$ cat src/rtl/idle_gap_pkg.sv
package idle_gap_pkg;

    localparam int unsigned CFG_W = 32;
    localparam int unsigned GAP_W = 3;

    typedef enum logic [2:0] {
        XF_WW      = 3'd0,
        XF_RW_DIFF = 3'd1,
        XF_RW_SAME = 3'd2,
        XF_RR_DIFF = 3'd3,
        XF_RR_SAME = 3'd4
    } xfer_kind_e;

    typedef enum logic [1:0] {
        ST_EMPTY  = 2'd0,
        ST_SETTLE = 2'd1,
        ST_QUIET  = 2'd2
    } pace_state_e;

    function automatic int unsigned field_lsb(input xfer_kind_e kind);
        unique case (kind)
            XF_WW:      return 28;
            XF_RW_DIFF: return 24;
            XF_RW_SAME: return 20;
            XF_RR_DIFF: return 16;
            XF_RR_SAME: return 12;
            default:    return 28;
        endcase
    endfunction

endpackage

$ cat src/rtl/ig_history.sv
module ig_history #(
    parameter int AREA_W = 2
) (
    input  logic              clk,
    input  logic              rst_n,
    input  logic              commit,
    input  logic [AREA_W-1:0] commit_area,
    input  logic              commit_write,
    output logic [AREA_W-1:0] last_area,
    output logic              last_write
);

    always_ff @(posedge clk) begin
        if (!rst_n) begin
            last_area  <= '0;
            last_write <= 1'b0;
        end else if (commit) begin
            last_area  <= commit_area;
            last_write <= commit_write;
        end
    end

endmodule

$ cat src/rtl/ig_gap_select.sv
module ig_gap_select
    import idle_gap_pkg::*;
#(
    parameter int AREA_W = 2
) (
    input  logic [(CFG_W<<AREA_W)-1:0] cfg_words,
    input  logic [AREA_W-1:0]          new_area,
    input  logic                       new_write,
    input  logic [AREA_W-1:0]          last_area,
    input  logic                       last_write,
    output logic [GAP_W-1:0]           gap
);

    localparam int NUM_AREAS = 1 << AREA_W;

    logic [CFG_W-1:0] word_arr [NUM_AREAS];
    logic [CFG_W-1:0] sel_word;
    xfer_kind_e       kind;
    logic             same_area;
    logic             sel_unused;

    for (genvar g = 0; g < NUM_AREAS; g++) begin : g_unpack
        assign word_arr[g] = cfg_words[g*CFG_W +: CFG_W];
    end

    assign sel_word  = word_arr[new_area];
    assign same_area = (new_area == last_area);

    always_comb begin
        if (last_write) begin
            kind = XF_WW;
        end else if (new_write) begin
            kind = same_area ? XF_RW_SAME : XF_RW_DIFF;
        end else begin
            kind = same_area ? XF_RR_SAME : XF_RR_DIFF;
        end
    end

    assign gap = sel_word[field_lsb(kind) +: GAP_W];

    // bits outside the gap fields carry no meaning here
    assign sel_unused = ^{sel_word[31], sel_word[27], sel_word[23],
                          sel_word[19], sel_word[15], sel_word[11:0]};

endmodule

$ cat src/rtl/ig_pace_fsm.sv
module ig_pace_fsm
    import idle_gap_pkg::*;
(
    input  logic             clk,
    input  logic             rst_n,
    input  logic             req_valid,
    input  logic [GAP_W-1:0] gap,
    output logic             ready,
    output logic             accept,
    output logic             hold
);

    localparam logic [GAP_W-1:0] CNT_LAST = GAP_W'((1 << GAP_W) - 2);

    pace_state_e      state, state_nx;
    logic [GAP_W-1:0] idle_cnt, idle_cnt_nx;

    // state register
    always_ff @(posedge clk) begin
        if (!rst_n) begin
            state    <= ST_EMPTY;
            idle_cnt <= '0;
        end else begin
            state    <= state_nx;
            idle_cnt <= idle_cnt_nx;
        end
    end

    // outputs
    always_comb begin
        unique case (state)
            ST_EMPTY:  ready = 1'b1;
            ST_SETTLE: ready = (idle_cnt >= gap);
            ST_QUIET:  ready = 1'b1;
            default:   ready = 1'b0;
        endcase
        accept = req_valid && ready;
        hold   = req_valid && !ready;
    end

    // transitions
    always_comb begin
        state_nx    = state;
        idle_cnt_nx = idle_cnt;
        unique case (state)
            ST_EMPTY: begin
                if (accept) begin
                    state_nx    = ST_SETTLE;
                    idle_cnt_nx = '0;
                end
            end
            ST_SETTLE: begin
                if (accept) begin
                    idle_cnt_nx = '0;
                end else if (idle_cnt == CNT_LAST) begin
                    state_nx    = ST_QUIET;
                    idle_cnt_nx = idle_cnt + 1'b1;
                end else begin
                    idle_cnt_nx = idle_cnt + 1'b1;
                end
            end
            ST_QUIET: begin
                if (accept) begin
                    state_nx    = ST_SETTLE;
                    idle_cnt_nx = '0;
                end
            end
            default: begin
                state_nx    = ST_EMPTY;
                idle_cnt_nx = '0;
            end
        endcase
    end

endmodule

$ cat src/rtl/idle_gap_inserter.sv
module idle_gap_inserter
    import idle_gap_pkg::*;
#(
    parameter int AREA_W = 2
) (
    input  logic                       clk,
    input  logic                       rst_n,
    input  logic [(CFG_W<<AREA_W)-1:0] cfg_words,
    input  logic                       req_valid,
    input  logic                       req_write,
    input  logic [AREA_W-1:0]          req_area,
    output logic                       req_ready,
    output logic                       start,
    output logic                       busy
);

    logic [AREA_W-1:0] last_area;
    logic              last_write;
    logic [GAP_W-1:0]  gap;

    ig_history #(.AREA_W(AREA_W)) u_hist (
        .clk          (clk),
        .rst_n        (rst_n),
        .commit       (start),
        .commit_area  (req_area),
        .commit_write (req_write),
        .last_area    (last_area),
        .last_write   (last_write)
    );

    ig_gap_select #(.AREA_W(AREA_W)) u_sel (
        .cfg_words  (cfg_words),
        .new_area   (req_area),
        .new_write  (req_write),
        .last_area  (last_area),
        .last_write (last_write),
        .gap        (gap)
    );

    ig_pace_fsm u_fsm (
        .clk       (clk),
        .rst_n     (rst_n),
        .req_valid (req_valid),
        .gap       (gap),
        .ready     (req_ready),
        .accept    (start),
        .hold      (busy)
    );

endmodule

$ cat config.mk
export PLATFORM = sky130hd
export DESIGN_NAME = idle_gap_inserter
export DESIGN_NICKNAME = d
export VERILOG_FILES = /design/src/rtl/idle_gap_pkg.sv /design/src/rtl/ig_history.sv /design/src/rtl/ig_gap_select.sv /design/src/rtl/ig_pace_fsm.sv /design/src/rtl/idle_gap_inserter.sv
export SDC_FILE = /design/constraint.sdc
export NUM_CORES = 1
export LEC_CHECK = 0
export BUFFER_PORTS_ARGS = -buffer_cell sky130_fd_sc_hd__buf_2
export CELL_PAD_IN_SITES_DETAIL_PLACEMENT = 0
export CELL_PAD_IN_SITES_GLOBAL_PLACEMENT = 1
export CORE_UTILIZATION = 20
export CTS_CLUSTER_SIZE = 16
export DETAILED_ROUTE_END_ITERATION = 6
export PLACE_DENSITY_LB_ADDON = 0.1
export SLEW_MARGIN = 15
export SYNTH_ARGS = -nofsm -noshare
export SYNTH_HDL_FRONTEND = slang
export SYNTH_SLANG_ARGS = --single-unit
$ cat constraint.sdc
create_clock -name clk -period 4.8 [get_ports clk]
set_clock_uncertainty 0.1 [all_clocks]
set_input_delay 0.72 -clock clk [delete_from_list [all_inputs] [get_ports clk]]
set_output_delay 0.72 -clock clk [all_outputs]
set_load 0.05 [all_outputs]
==> results of run 1 <==
==> layout make-up <==
class | instances | area (µm²) | area share, %
Clock buffer | 3 | 41.3 | 2.67
Inverter | 10 | 37.5 | 2.43
Multi-Input combinational cell | 89 | 835 | 54.0
Sequential cell | 8 | 160 | 10.4
Tap cell | 70 | 87.6 | 5.66
Timing Repair Buffer | 74 | 385 | 24.9
==> metrics by stage <==
stage	setup slack (ns)	power [mW]	std cells	utilization [%]	cell area (µm²)
detailed placement	0.291	0.321	251	29.3	1510
floorplan	0.0130	0.250	113	-	1070
finish	0.330	0.398	254	30.1	1550
global placement	0.253	0.319	251	29.3	1510
global route	0.0456	0.435	254	30.1	1550
CTS	0.281	0.406	254	30.1	1550
==> logic make-up after synthesis <==
logic type	after synthesis	share of synthesized area (%)
XOR/XNOR	5	4.10
multiplexers	16	32.6
flip-flops	8	15.0
AND/OR/NAND/NOR	29	12.9
adder cells (fa/ha/maj)	6	7.03
buffers and inverters	16	7.14
AO/OA/AOI/OAI	33	21.3
==> registers in the layout, summed over array words and instances, names as in the netlist <==
signal / flops
u_fsm.state: 2
u_hist.last_area: 2
u_fsm.idle_cnt: 3
u_hist.last_write: 1
==> how the worst max path moves through the flow <==
| stage | start | to | slack (ns) | cells past startpoint |
|---|---|---|---|---|
| after floorplan | req_area[1] | busy | 0.01 | 15 |
| final | req_area[0] | busy | 0.33 | 16 |
| after global routing | req_area[0] | busy | 0.05 | 16 |
| after global placement | req_area[1] | busy | 0.25 | 16 |
| after detailed placement | req_area[0] | busy | 0.29 | 16 |
| after CTS | req_area[0] | busy | 0.28 | 16 |
==> critical path, stage by stage <==
cell,delay (ns)
buf_2,0.11
xor2_1,0.19
nor2_1,0.08
ha_1,0.33
inv_1,0.07
or4_1,0.55
nand2_1,0.10
o211ai_1,0.10
o21ai_1,0.15
ha_1,0.24
nand2b_1,0.16
a21oi_1,0.15
o21a_1,0.24
inv_1,0.13
nor2_2,0.08
buf_2,0.26
==> cells in the mapped netlist (all sizes together) <==
cell     instances
xor2             2
a221oi           1
ha               6
clkinv           1
or4              1
buf              4
a21oi           11
nand2            6
o22ai            1
o31ai            1
dfxtp            8
mux4            15
nor3             2
a211oi           1
o31a             1
a21o             2
inv              9
nand2b           2
nor2             9
o211ai           2
a21boi           1
o21ai            6
nand4            2
nand3            5
o21a             1
nor3b            1
clkbuf           2
a311oi           1
xnor2            3
mux2i            1
a32oi            1
a31oi            1
or3              1
a2bb2oi          2
==> per-layer routing <==
layer	part of all wire, %	track usage, %	wire length, µm	vias up
met5	0	0	0	-
met4	0	1.89	0	0
met3	5.4	2.41	180	0
met2	52	20.9	1760	27
met1	42	14.9	1420	533
li1	-	-	-	582
==> power by group through the flow <==
stage          Clock [mW]  Combinational, mW  Sequential, mW
5_1_grt            0.0899              0.259          0.0861
4_1_cts            0.0855              0.236          0.0844
3_5_place_dp            0              0.235          0.0855
2_1_floorplan           0              0.169          0.0817
6_report           0.0804              0.233          0.0843
3_3_place_gp            0              0.233          0.0856
==> impl_metrics.py, run 1 <==
metrics = {
    "floorplanning": {
        "die_outline_area_um2": 5640,
        "coreArea_um2": 5140,
        "floorplan.rows": 26,
        "floorplan.initialDensity_pct": 20.8,
        "chipHeight_um": 75.1,
        "io-pin-count": 137,
        "floorplan.die.width_um": 75.1,
    },
    "clock_network": {
        "clock_insertion_delay_worst_skew_ns": 0.23,
        "postCtsSetupRepairBufs": 0,
        "cts.clk_slew.worst_paths_ns": 0.04,
        "clock_tree.buffer_depth": 2,
        "numClockSinks": 8,
        "cts_resized": 0,
        "post_cts_hold_buffer_count": 0,
        "clock_buffer_count_from_cts": 3,
        "clk_root_buffer_cell": "clkbuf_8",
        "cts-htree-levels": 1,
        "tritoncts_clock_tree": "built",
    },
    "power_and_ir_drop": {
        "vdd_ir_max_uv": 132,
        "clkPwrFrac_pct": 20.2,
        "switching_share_pct": 39.9,
        "pwr-share-comb_pct": 58.6,
        "power_leakage_nw": 0.690,
        "internal-power_uw": 239,
        "seqPwrFrac_pct": 21.2,
        "power.switching_uw": 159,
        "power-per-cell-area_nw_per_um2": 257,
    },
    "yosys": {
        "post_synthesis_average_cell_area_um2": 9.46,
        "post_synth_main_area_contributors": "mux4_2, dfxtp_1, ha_1, a21oi_1, inv_1",
        "yosysSeqAreaShare_pct": 15.0,
        "synth_area_leader_cell": "mux4_2",
        "synth_seq_cells": 8,
        "syn-instance-count": 113,
        "synth_fp_nets": 253,
        "ys_types": 38,
        "area_of_the_mapped_netlist_um2": 1070,
        "synthDominantCellAreaShare_pct": 31.6,
        "synth_warnings": 0,
    },
    "sta": {
        "setup_viol": 0,
        "hold_viol": 0,
        "setup-tns-final_ns": 0,
        "final.min_clock_period_ns": 4.47,
        "max_freq_ghz": 0.224,
        "timing_worst_slew_pin_value_ns": 0.437,
        "finalMaxSlewViolations": 0,
        "finalCritPeriodShare_pct": 93.1,
        "whs_ns": 0.390,
        "slew-limit-headroom_pct": 70.8,
        "setup_repair_after_global_routing_missed_its_margin": "false",
    },
    "worst_setup_path": {
        "critical_path.startpoint_type": "input port",
        "required_ns": 3.98,
        "worst_ep_arrival_time_ns": 3.65,
        "cp_max_fo": 5,
        "setup.worst_path.end_class": "primary output",
        "crit-reg2reg-capture": "u_fsm.idle_cnt[2]$_SDFFE_PN0P_",
        "timing_worst_setup_path_type": "input port to primary output",
        "crit-reg2reg-launch": "u_hist.last_area[1]$_SDFFE_PN0P_",
        "r2r_cells": 14,
        "register_to_register_setup_slack_ns": 1.41,
    },
    "routing": {
        "wl_per_cell_um": 13.2,
        "vias_per_cell": 4.50,
        "dr_iter_0_viols": 33,
        "route.vias.total": 1142,
        "drt_first_pass_iters": 4,
        "drtAntennaViolNets": 0,
        "finalWirelength_mm": 3.36,
        "remaining_drc_errors": 0,
    },
    "grt": {
        "grt_pass1_vias": 1119,
        "grt_overflow": 0,
        "globalRouteTotalUtil_pct": 11.8,
        "global_route_wire_length_before_repair_mm": 5.04,
        "grt_antenna_before_repair": 0,
        "grt_start_max_net_pins": 18,
    },
    "min_path": {
        "min-delay-start": "u_fsm.state[1]$_SDFFE_PN0P_",
        "hold_end": "u_fsm.state[0]$_SDFFE_PN0P_",
        "timing.hold.worst.class": "register to register",
        "min_delay_path_depth": 1,
    },
    "place": {
        "numPortBuffers": 68,
        "gpl.final_weighted_congestion": 0.765,
        "dpl.hpwl_mm": 2.82,
    },
    "finish": {
        "most_frequent_standard_cell_in_the_layout_excluding_fill_and_tap_cells": "buf_2",
        "final_cell_mix": "buf_2, mux4_2, a21oi_1",
        "area_growth_syn_to_layout_pct": 44.7,
        "post_route_cells_drive_above_1_share_pct": 52.2,
        "final.fill_count": 580,
        "nets": 326,
        "antenna_cells": 0,
    },
    "status": {
        "run_status": "completed",
    },
    "run": {
        "drv.max_cap_violation_count": 0,
    },
}
No activity file was read; power rests on OpenSTA's default activity.
==> run 2: changes to the inputs <==
--- a/config.mk
+++ b/config.mk
@@ -11,7 +11,7 @@
 export CORE_UTILIZATION = 20
 export CTS_CLUSTER_SIZE = 16
 export DETAILED_ROUTE_END_ITERATION = 6
-export PLACE_DENSITY_LB_ADDON = 0.1
+export PLACE_DENSITY_LB_ADDON = 0.05
 export SLEW_MARGIN = 15
 export SYNTH_ARGS = -nofsm -noshare
 export SYNTH_HDL_FRONTEND = slang
==> impl_metrics.py, run 2 (synthesized netlist as in run 1, its figures left out) <==
metrics = {
    "status": {
        "run_status": "completed",
    },
    "clock_network": {
        "cts-htree-levels": 1,
        "numClockSinks": 8,
        "postCtsSetupRepairBufs": 0,
        "clock_buffer_count_from_cts": 3,
        "cts.clk_slew.worst_paths_ns": 0.05,
        "tritoncts_clock_tree": "built",
        "clock_insertion_delay_worst_skew_ns": 0.23,
        "clock_tree.buffer_depth": 2,
        "clk_root_buffer_cell": "clkbuf_8",
        "post_cts_hold_buffer_count": 0,
    },
    "finish": {
        "post_route_cells_drive_above_1_share_pct": 52.5,
        "finalInstanceArea_um2": 1540,
        "area.sequential_um2": 160,
        "multi_input_comb_area_um2": 836,
        "finish.utilization_pct": 30.0,
        "nets": 325,
        "most_frequent_standard_cell_in_the_layout_excluding_fill_and_tap_cells": "buf_2",
        "final.fill_count": 594,
        "registers.top_by_ff_count": "u_fsm.idle_cnt",
        "final_cell_mix": "buf_2, mux4_2, a21oi_1",
        "layout_top_registers": "u_fsm.idle_cnt: 3 flops, u_fsm.state: 2 flops, u_hist.last_area: 2 flops",
        "largest_register_ff_count": 3,
        "area_growth_syn_to_layout_pct": 44.4,
        "antenna_cells": 0,
    },
    "sta": {
        "final.min_clock_period_ns": 4.52,
        "slew-limit-headroom_pct": 70.7,
        "max_freq_ghz": 0.221,
        "whs_ns": 0.364,
        "setup_repair_after_global_routing_missed_its_margin": "false",
        "finalCritPeriodShare_pct": 94.2,
        "setup_viol": 0,
        "setup-tns-final_ns": 0,
        "hold_viol": 0,
        "timing_worst_slew_pin_value_ns": 0.438,
        "finalMaxSlewViolations": 0,
    },
    "worst_setup_path": {
        "crit-reg2reg-capture": "u_fsm.idle_cnt[2]$_SDFFE_PN0P_",
        "crit-reg2reg-launch": "u_hist.last_area[1]$_SDFFE_PN0P_",
        "r2r_cells": 14,
        "worst_ep_arrival_time_ns": 3.70,
        "cp_max_fo": 6,
        "required_ns": 3.98,
        "critical_path.startpoint_type": "input port",
        "timing_worst_setup_path_type": "input port to primary output",
        "setup.worst_path.end_class": "primary output",
        "register_to_register_setup_slack_ns": 1.25,
    },
    "floorplanning": {
        "chipHeight_um": 75.1,
        "die_outline_area_um2": 5640,
        "coreArea_um2": 5140,
        "floorplan.initialDensity_pct": 20.8,
        "floorplan.rows": 26,
        "floorplan.die.width_um": 75.1,
        "io-pin-count": 137,
    },
    "grt": {
        "grt_overflow": 0,
        "global_route_wire_length_before_repair_mm": 5.04,
        "grt_pass1_vias": 1144,
        "globalRouteTotalUtil_pct": 12.0,
        "grt_start_max_net_pins": 18,
        "grt_antenna_before_repair": 0,
    },
    "min_path": {
        "hold_end": "u_fsm.state[0]$_SDFFE_PN0P_",
        "min_delay_path_depth": 1,
        "timing.hold.worst.class": "register to register",
        "min-delay-start": "u_fsm.state[1]$_SDFFE_PN0P_",
    },
    "power_and_ir_drop": {
        "power_leakage_nw": 0.685,
        "p_total_uw": 404,
        "power-per-cell-area_nw_per_um2": 262,
        "vdd_ir_max_uv": 144,
    },
    "run": {
        "drv.max_cap_violation_count": 0,
    },
    "routing": {
        "remaining_drc_errors": 0,
        "route.vias.total": 1158,
        "dr_iter_0_viols": 17,
        "wl_per_cell_um": 13.2,
        "vias_per_cell": 4.58,
        "finalWirelength_mm": 3.35,
        "drt_first_pass_iters": 4,
        "drtAntennaViolNets": 0,
    },
    "place": {
        "numPortBuffers": 68,
        "dpl.hpwl_mm": 2.77,
        "gpl.final_weighted_congestion": 0.753,
        "postPlaceCellArea_um2": 1500,
    },
}
[run 2: changes by cell type in the layout (fill, tap and decap cells not counted)]
| cell | before | now |
|---|---|---|
| buf_2 | 68 | 67 |
| buf_4 | 6 | 5 |
| clkbuf_4 | 0 | 1 |
| o21a_1 | 1 | 0 |
| o21a_2 | 0 | 1 |
[run 2: worst max path at each step]
stage,startpoint,endpoint,slack [ns],cells past startpoint
floorplan,req_area[1],busy,0.01,15
global placement,req_area[1],busy,0.24,16
detailed placement,req_area[1],busy,0.20,16
CTS,req_area[1],busy,0.16,16
global route,req_area[1],busy,0.02,16
finish,req_area[1],busy,0.28,16
[run 2: per-stage QoR]
step	std cells	worst slack, ns
final	253	0.279
after global routing	253	0.0160
after global placement	250	0.236
after detailed placement	250	0.196
after CTS	253	0.164
after floorplan	113	0.0130
[run 2: layout make-up]
class / instances / area share, %
Timing Repair Buffer: 73 / 24.7
Sequential cell: 8 / 10.4
Inverter: 10 / 2.43
Multi-Input combinational cell: 89 / 54.2
Tap cell: 70 / 5.68
Clock buffer: 3 / 2.68
[run 2: report_power, final]
group	leakage (nW)	internal, mW	switching, mW	total (mW)
sequential	0.0655	0.0749	0.00958	0.0845
combinational	0.598	0.110	0.126	0.236
clock	0.0216	0.0546	0.0288	0.0834
total	0.685	0.239	0.164	0.404
[run 2: layer usage]
| metal | wire length (µm) | global-route usage [%] | vias up |
|---|---|---|---|
| li1 | - | - | 579 |
| met1 | 1420 | 14.7 | 547 |
| met2 | 1780 | 21.9 | 30 |
| met3 | 133 | 1.07 | 2 |
| met4 | 14 | 4.40 | 0 |
| met5 | 0 | 0 | - |
[run 2: what timing repair did]
item / CTS / global route
endpoints found under the setup margin: 0 / 1
gates resized for setup: 0 / 2
hold endpoints to repair: 0 / 0
[run 2: critical path, stage by stage]
cell and delay [ns]:
buf_2 0.09, xor2_1 0.20, nor2_1 0.09, ha_1 0.34, inv_1 0.13, or4_1 0.58
nand2_1 0.09, o211ai_1 0.10, o21ai_1 0.16, ha_1 0.25, nand2b_1 0.16, a21oi_1 0.16
o21a_2 0.21, inv_1 0.11, nor2_2 0.08, clkbuf_4 0.22
